File: config.mk
export PLATFORM = sky130hd
export DESIGN_NAME = flyback_seq
export DESIGN_NICKNAME = d
export VERILOG_FILES = /design/src/rtl/flyback_pkg.sv /design/src/rtl/flyback_sync.sv /design/src/rtl/flyback_ctr.sv /design/src/rtl/flyback_fsm.sv /design/src/rtl/flyback_seq.sv
export SDC_FILE = /design/constraint.sdc
export NUM_CORES = 1
export LEC_CHECK = 0
export BUFFER_PORTS_ARGS = -buffer_cell sky130_fd_sc_hd__buf_4
export CAP_MARGIN = 20
export CORE_MARGIN = 2
export CORE_UTILIZATION = 56
export CTS_CLUSTER_DIAMETER = 150
export DETAILED_ROUTE_END_ITERATION = 8
export GPL_TIMING_DRIVEN = 0
export PLACE_DENSITY = 0.85
export SLEW_MARGIN = 20
export SYNTH_ARGS = -nofsm -noshare
export SYNTH_HDL_FRONTEND = slang
export SYNTH_SLANG_ARGS = --single-unit
File: constraint.sdc
create_clock -name clk_i -period 2.6 [get_ports clk_i]
set_clock_uncertainty 0.1 [all_clocks]
set_input_delay 0.65 -clock clk_i [delete_from_list [all_inputs] [get_ports clk_i]]
set_output_delay 0.65 -clock clk_i [all_outputs]
set_load 0.02 [all_outputs]
File: src/rtl/flyback_pkg.sv
package flyback_pkg;

  typedef enum logic [2:0] {
    ST_IDLE,
    ST_WAIT,
    ST_ON,
    ST_OFF,
    ST_DONE
  } seq_state_e;

  function automatic int max3(input int a, input int b, input int c);
    int m;
    m = (a > b) ? a : b;
    return (m > c) ? m : c;
  endfunction

endpackage

File: src/rtl/flyback_sync.sv
module flyback_sync #(
  parameter int W      = 1,
  parameter int STAGES = 2
) (
  input  logic         clk_i,
  input  logic         rst_ni,
  input  logic [W-1:0] d_i,
  output logic [W-1:0] q_o
);

  logic [STAGES*W-1:0] chain_q;

  generate
    if (STAGES == 1) begin : g_one
      always_ff @(posedge clk_i or negedge rst_ni) begin
        if (!rst_ni) chain_q <= '0;
        else         chain_q <= d_i;
      end
    end else begin : g_multi
      always_ff @(posedge clk_i or negedge rst_ni) begin
        if (!rst_ni) chain_q <= '0;
        else         chain_q <= {chain_q[(STAGES-1)*W-1:0], d_i};
      end
    end
  endgenerate

  assign q_o = chain_q[STAGES*W-1 -: W];

endmodule

File: src/rtl/flyback_ctr.sv
module flyback_ctr #(
  parameter int W = 10
) (
  input  logic         clk_i,
  input  logic         rst_ni,
  input  logic         clr_i,
  input  logic         inc_i,
  output logic [W-1:0] q_o
);

  always_ff @(posedge clk_i or negedge rst_ni) begin
    if (!rst_ni)    q_o <= '0;
    else if (clr_i) q_o <= '0;
    else if (inc_i) q_o <= q_o + 1'b1;
  end

endmodule

File: src/rtl/flyback_fsm.sv
module flyback_fsm
  import flyback_pkg::*;
#(
  parameter int START_DLY = 1000,
  parameter int TON_MAX   = 900,
  parameter int TOFF_MAX  = 900,
  parameter int SETTLE    = 10
) (
  input  logic clk_i,
  input  logic rst_ni,
  input  logic en_s_i,
  input  logic ok_s_i,
  input  logic ilim_s_i,
  input  logic valley_s_i,
  input  logic target_s_i,
  output logic sw_on_o,
  output logic done_o
);

  localparam int CNT_MAX = max3(START_DLY, TON_MAX, TOFF_MAX);
  localparam int CNT_W   = $clog2(CNT_MAX + 1);
  localparam logic [CNT_W-1:0] WAIT_LAST = CNT_W'(START_DLY - 1);
  localparam logic [CNT_W-1:0] ON_LAST   = CNT_W'(TON_MAX - 1);
  localparam logic [CNT_W-1:0] OFF_LAST  = CNT_W'(TOFF_MAX - 1);
  localparam logic [CNT_W-1:0] SETTLE_C  = CNT_W'(SETTLE);

  seq_state_e       state_q, state_d;
  logic             en_q;
  logic             arm;
  logic             cnt_clr, cnt_inc;
  logic [CNT_W-1:0] cnt_q;

  always_ff @(posedge clk_i or negedge rst_ni) begin
    if (!rst_ni) en_q <= 1'b0;
    else         en_q <= en_s_i;
  end

  // fresh edge only; a level held across lockout recovery does not arm
  assign arm = en_s_i & ~en_q & ok_s_i;

  always_comb begin
    state_d = state_q;
    unique case (state_q)
      ST_IDLE: if (arm) state_d = ST_WAIT;
      ST_WAIT: if (cnt_q == WAIT_LAST) state_d = ST_ON;
      ST_ON:   if (ilim_s_i || cnt_q == ON_LAST) state_d = ST_OFF;
      ST_OFF: begin
        if (cnt_q >= SETTLE_C && target_s_i)        state_d = ST_DONE;
        else if (valley_s_i || cnt_q == OFF_LAST)   state_d = ST_ON;
      end
      ST_DONE: state_d = ST_DONE;
      default: state_d = ST_IDLE;
    endcase
    if (!en_s_i) state_d = ST_IDLE;
  end

  always_ff @(posedge clk_i or negedge rst_ni) begin
    if (!rst_ni) state_q <= ST_IDLE;
    else         state_q <= state_d;
  end

  assign cnt_clr = (state_d != state_q);
  assign cnt_inc = (state_q == ST_WAIT) || (state_q == ST_ON) || (state_q == ST_OFF);

  flyback_ctr #(.W(CNT_W)) u_ctr (
    .clk_i  (clk_i),
    .rst_ni (rst_ni),
    .clr_i  (cnt_clr),
    .inc_i  (cnt_inc),
    .q_o    (cnt_q)
  );

  assign sw_on_o = (state_q == ST_ON);
  assign done_o  = (state_q == ST_DONE);

endmodule

File: src/rtl/flyback_seq.sv
module flyback_seq #(
  parameter int SYNC_STAGES = 2,
  parameter int START_DLY   = 1000,
  parameter int TON_MAX     = 900,
  parameter int TOFF_MAX    = 900,
  parameter int SETTLE      = 10
) (
  input  logic clk_i,
  input  logic rst_ni,
  input  logic chg_en_i,
  input  logic supply_ok_i,
  input  logic ilim_i,
  input  logic valley_i,
  input  logic target_i,
  input  logic trig_i,
  output logic sw_on_o,
  output logic done_pull_o,
  output logic gate_o
);

  localparam int NIN = 6;

  logic [NIN-1:0] raw, synced;
  logic en_s, ok_s, ilim_s, valley_s, target_s, trig_s;

  assign raw = {trig_i, target_i, valley_i, ilim_i, supply_ok_i, chg_en_i};

  flyback_sync #(.W(NIN), .STAGES(SYNC_STAGES)) u_sync (
    .clk_i  (clk_i),
    .rst_ni (rst_ni),
    .d_i    (raw),
    .q_o    (synced)
  );

  assign {trig_s, target_s, valley_s, ilim_s, ok_s, en_s} = synced;

  flyback_fsm #(
    .START_DLY (START_DLY),
    .TON_MAX   (TON_MAX),
    .TOFF_MAX  (TOFF_MAX),
    .SETTLE    (SETTLE)
  ) u_fsm (
    .clk_i      (clk_i),
    .rst_ni     (rst_ni),
    .en_s_i     (en_s),
    .ok_s_i     (ok_s),
    .ilim_s_i   (ilim_s),
    .valley_s_i (valley_s),
    .target_s_i (target_s),
    .sw_on_o    (sw_on_o),
    .done_o     (done_pull_o)
  );

  // flash path is independent of the charge state
  assign gate_o = trig_s;

endmodule

# ---- After elaboration in Yosys (flattened, before gate mapping)
# Cells that the tools add are included.
# Widths: inputs -> output; s select.
dict set report classes {
  add_sub_neg 1
  multipliers 0
  div 0
  n_lt_le_gt_ge 1
  eq_ne 7
  n_shift 0
  mux 9
  n_bitwise 3
  n_reduce_logical 7
}
# operator n
set ops {}
lappend ops {{$eq 10x10->1 const B} 2}
lappend ops {{$mux 10} 2}
lappend ops {{$mux 3} 6}
lappend ops {{$pmux 3 s5} 1}
lappend ops {{$add 10x1->10 const B} 1}
lappend ops {{$ge 10x4->1 const B} 1}
lappend ops {{$eq 3x2->1 const B} 2}
lappend ops {{$logic_or 1x1->1} 4}
lappend ops {{$eq 3x1->1 const B} 1}
lappend ops {{$eq 3x3->1 const B} 1}
lappend ops {{$logic_not 3->1} 1}
lappend ops {{$ne 3x3->1} 1}
lappend ops {{$and 1x1->1} 2}
lappend ops {{$reduce_bool 2->1} 1}
lappend ops {{$logic_and 1x1->1} 1}
lappend ops {{$not 1->1} 1}
dict set report word_totals {
  register_bits 26
  latch_bits 0
  ram_bits 0
  mem_bits_ro 0
  input_bits 8
  output_inout_bits 3
  wordCells 32
  n_memories 0
}

# ---- Logic depth before layout (Yosys ltp)
dict set report logic_depth {
  word_depth 8
  mapped_depth 9
  ltp_nobuf 8
}

# ---- Hierarchy
# From an unflattened synthesis, not the netlist that was laid out.
dict set report unflattened {
  hier_cells 115
  hier_area_um2 1228.7
}
# mod n_inst cells_each area_per_inst_um2
set by_module_without_submodules {}
lappend by_module_without_submodules {flyback_ctr 1 47 495.5}
lappend by_module_without_submodules {flyback_fsm 1 50 387.9}
lappend by_module_without_submodules {flyback_sync 1 18 345.3}

# ---- Worst setup path before layout
# No wires, ideal clock.
dict set report synth_timing {
  kind {flip-flop to flip-flop}
  from {reg u_fsm.state_q[1]}
  to {reg u_fsm.u_ctr.q_o[1]}
  setup_time_ns 0.089
  arrival_time_ns 2.088
  path_slack_ns 0.323
  stages_incl_launch_ff 8
  synth_period_minus_slack_ns 2.277
  path_cell_list {dfrtp_1 -> nor3b_1 -> a22oi_1 -> o221ai_2 -> a31oi_1 -> o31a_1 -> buf_6 -> a211oi_4}
}
dict set report synth_between {
  word_cells_on_any_way 17
  cone_classes {5 x eq/ne; 8 x mux; 4 x reduce/logical}
}
# element line_no
set synth_rtl {}
lappend synth_rtl {{start, declared} flyback_fsm.sv:27} ;# seq_state_e state_q, state_d;
lappend synth_rtl {{start signal, assigned} flyback_fsm.sv:59} ;# else state_q <= state_d;
lappend synth_rtl {{$eq 3x2->1 (*)} -}
lappend synth_rtl {{via sw_on_o} flyback_seq.sv:16} ;# output logic sw_on_o,
lappend synth_rtl {{$pmux 3 s5} flyback_fsm.sv:43} ;# unique case (state_q)
lappend synth_rtl {{$mux 3} flyback_fsm.sv:54} ;# if (!en_s_i) state_d = ST_IDLE;
lappend synth_rtl {{$ne 3x3->1} flyback_fsm.sv:62} ;# assign cnt_clr = (state_d != state_q);
lappend synth_rtl {{$mux 10 / $reduce_bool 2->1 (equally long branches)} -}
lappend synth_rtl {{end signal, assigned} flyback_ctr.sv:14} ;# else if (inc_i) q_o <= q_o + 1'b1;
lappend synth_rtl {{end, declared} flyback_ctr.sv:8} ;# output logic [W-1:0] q_o
# The timed path passes the listed nets; every way through them passes the cells marked *.
# A chain may end at the register's enable or synchronous reset.

# ---- Final worst setup path
dict set report layout_timing {
  from {reg u_fsm.u_ctr.q_o[1]}
  to {reg u_fsm.u_ctr.q_o[1]}
}
dict set report layout_between {
  elab_chain_len 8
  word_cells_on_any_way 17
  cone_classes {1 x add/sub; 1 x order compare; 3 x eq/ne; 8 x mux; 4 x reduce/logical}
}
# element
set layout_lines {}
lappend layout_lines {{branches (longest 8 deep; another with $ge 10x4->1)}}
# Parallel ways; which one is timed is not known. The select of a mux whose other input is x is not followed.

==> out/metrics.csv <==
metric,value,unit
max_cap viols,0,
Post-DRT Antenna Nets,0,
Post-Route WL,1890,um
Worst EP required,2.75,ns
gr ovfl total,0,
worst-case reg-to-reg path depth,8,
TritonCTS Buffers,3,
nets,133,
Area Overhead vs Synth,13.8,%
die width,49.8,um
Worst setup EP type,register,
RSZ-0062 raised after global routing,no,
FMAX,432,MHz
Post-synth top cells,"dfrtp_1 (26), nor2_1 (17), nand2_1 (10), inv_1 (5), xor2_1 (5)",
LEAKAGE,0.603,nW
Routability Congestion,0.823,
ys async rst share,100,%
Synth area leader,dfrtp_1,
post-synthesis adder-cell area fraction,2.13,%
prevailing post-synth register cell,dfrtp_1,
critical path startpoint,u_fsm.u_ctr.q_o[1],
sequential cell area,651,um2
Worst-path clk slew,0.13,ns
DP Area,1280,um2
number of global-route vias before repair,719,
Mapped Nets,118,
Core Box Area,1960,um2
end of the worst register-to-register path,u_fsm.u_ctr.q_o[1],
Final Critical Period,2.32,ns
"Avg Cell Area, Syn",10.9,um2
worst flop-to-flop path startpoint,u_fsm.u_ctr.q_o[1],
"count leader, synth",dfrtp_1,
setup TNS,0,ns
post-route design area,1330,um2
Port Buffers,10,
Comb power frac,11.1,%
Gate Count Post-Synth,108,
share of layout cells above drive strength 1,17.2,%
worst-margin pin slew,0.464,ns
final setup fails,0,
fillers,162,
critical path class,register to register,
Compound-Gate Fraction of Synth Area,12.3,%
crit path max-delay cell type,nor3_1,
Post-Synth Simple-Gate Area,19.9,%
final hold viol count,0,
Clock H-tree levels,1,
Post-Syn Area,1170,um2
CP peak stage delay,0.43,ns
clock sinks,26,
Synth top area share,55.5,%
sequential area share after synthesis,55.5,%
Final WS setup,0.283,ns
clk root buf,clkbuf_4,
CTS Hold Bufs,0,
Inserted Diodes,0,
footprint of the multi-input gates,480,um2
"IR drop worst, VDD",0.000440,V
initial antenna violation count,0,
Power Total,802,uW
Switching Share,22.3,%
R2R setup slack,0.28,ns
Psw,179,uW
pwr dens,602,nW/um2
Post-CTS Resized,0,
post-synthesis mux area share,0,%
Synth Register Bits,26,
number of synthesized flops with an enable pin,0,
Power Internal,623,uW
Synth Area in XOR/XNOR,6.72,%
first-pass GRT wire length,3080,um
DR iter-0 viols,24,
CP Launch Type,register,
"Max FO, Critical Path",10,
CTS tree,built,
I/O Pins,11,
Pre-antenna DRT Iters,5,
Clk pwr share,33.9,%
slew margin rel.,68.8,%
critical-path cell list,"ha_1, nand4bb_1, nor3_1, o221ai_2, a211o_2, o31a_1, buf_6, a211oi_4",
Netlist cell types,34,
yosys warns,0,
dpl hpwl,1320,um
met1 WL,876,um
Site Rows,16,
post-CTS setup buffers,0,
Max Transition Viols Final,0,
total global routing track utilization,16.5,%
CTS Buffer Depth,2,
Tcrit/Tclk final,89.1,%
Die Height,49.8,um
drt wl/cell,12.7,um
Worst EP arrival,2.46,ns
clk_lat worst skew,0.32,ns
drc violations,0,
status,"complete, no violations",
Setup crit end,u_fsm.u_ctr.q_o[1],
hold crit path type,primary input to asynchronous set/reset pin,
top sig layer,met3,
total number of vias,806,
Reg power frac,55.0,%
DIE AREA,2480,um2
Initial Utilization,59.8,%
Final Util,68.0,%
"top cells by area, synth","dfrtp_1 (55%), nor2_1 (5.4%), xor2_1 (3.7%), nand2_1 (3.2%), xnor2_1 (3.0%)",
metal2 WL,923,um
largest family of logic cells by synthesized area,simple AND/OR/NAND/NOR gates,
wire length on met3,89,um
via/cell ratio,5.41,
largest net degree at the start of global routing,27,
setup slack at placement,0.312,ns
-- layout make-up --
| type | count | area share [%] |
|---|---|---|
| buffer | 2 | 1.69 |
| clock inverter | 1 | 2.25 |
| timing repair buffer | 10 | 5.63 |
| clock buffer | 3 | 1.69 |
| sequential | 26 | 48.8 |
| multi-input combinational | 75 | 36.0 |
| tap | 27 | 2.53 |
| inverter | 5 | 1.41 |
-- power groups by stage --
stage               logic, mW  clock network (mW)  registers [mW]
detailed placement     0.0907                   0           0.449
floorplan              0.0623                   0           0.447
CTS                    0.0916               0.279           0.441
global placement       0.0869                   0           0.448
finish                 0.0895               0.272           0.441
global route            0.102               0.292           0.445
-- per-stage QoR --
step,std cells,hold slack [ns]
floorplan,108,0.231
global placement,145,0.232
detailed placement,145,0.236
CTS,149,0.105
global route,149,0.112
finish,149,0.0999
-- routing by layer --
layer / track usage [%] / up-vias
met4: 6.48 / 0
li1: - / 397
met2: 26.4 / 18
met5: 0 / -
met3: 4.55 / 0
met1: 21.1 / 391
-- placed cells by master, fill, tap and decap left out, drive strengths merged --
cell type  count
or3            2
nand2b         1
nor4           1
a211oi         1
nand4          2
buf           12
a2111oi        1
nor2          17
and4           1
o21ba          1
a21oi          4
ha             2
nand3          3
nand4bb        1
and2           2
xnor2          4
o221ai         1
dfrtp         26
and3           2
o31a           1
nand2         10
bufinv         1
clkbuf         3
xor2           5
nor3           1
nor2b          1
o21ai          3
o21a           1
a31oi          2
nor3b          1
nor4bb         1
a211o          2
a22oi          1
inv            5
-- registers in the layout (all words and copies together) (netlist names) --
signal and count:
u_sync.chain_q 12, u_fsm.u_ctr.q_o 10, u_fsm.state_q 3, u_fsm.en_q 1
-- cells by family after synthesis --
logic type,after synthesis
AO/OA/AOI/OAI,18
XOR/XNOR,9
buffers and inverters,7
flip-flops,26
AND/OR/NAND/NOR,46
adder cells (fa/ha/maj),2
-- worst min path at each step --
stage                               to               from
finish              u_fsm.u_ctr.q_o[7]             rst_ni
global route         u_sync.chain_q[8]             rst_ni
CTS                   u_fsm.state_q[2]             rst_ni
detailed placement  u_sync.chain_q[11]  u_sync.chain_q[5]
global placement     u_sync.chain_q[8]  u_sync.chain_q[2]
floorplan           u_sync.chain_q[10]  u_sync.chain_q[4]
-- critical path, delay by kind of cell, from the launching register on --
kind	cells	cell delay, ns
compound gates	4	0.79
fa+ha+maj	1	0.22
buf+inv	1	0.15
flops	1	0.42
simple gates	2	0.57
Note: power is estimated with default switching activity, not from simulation.
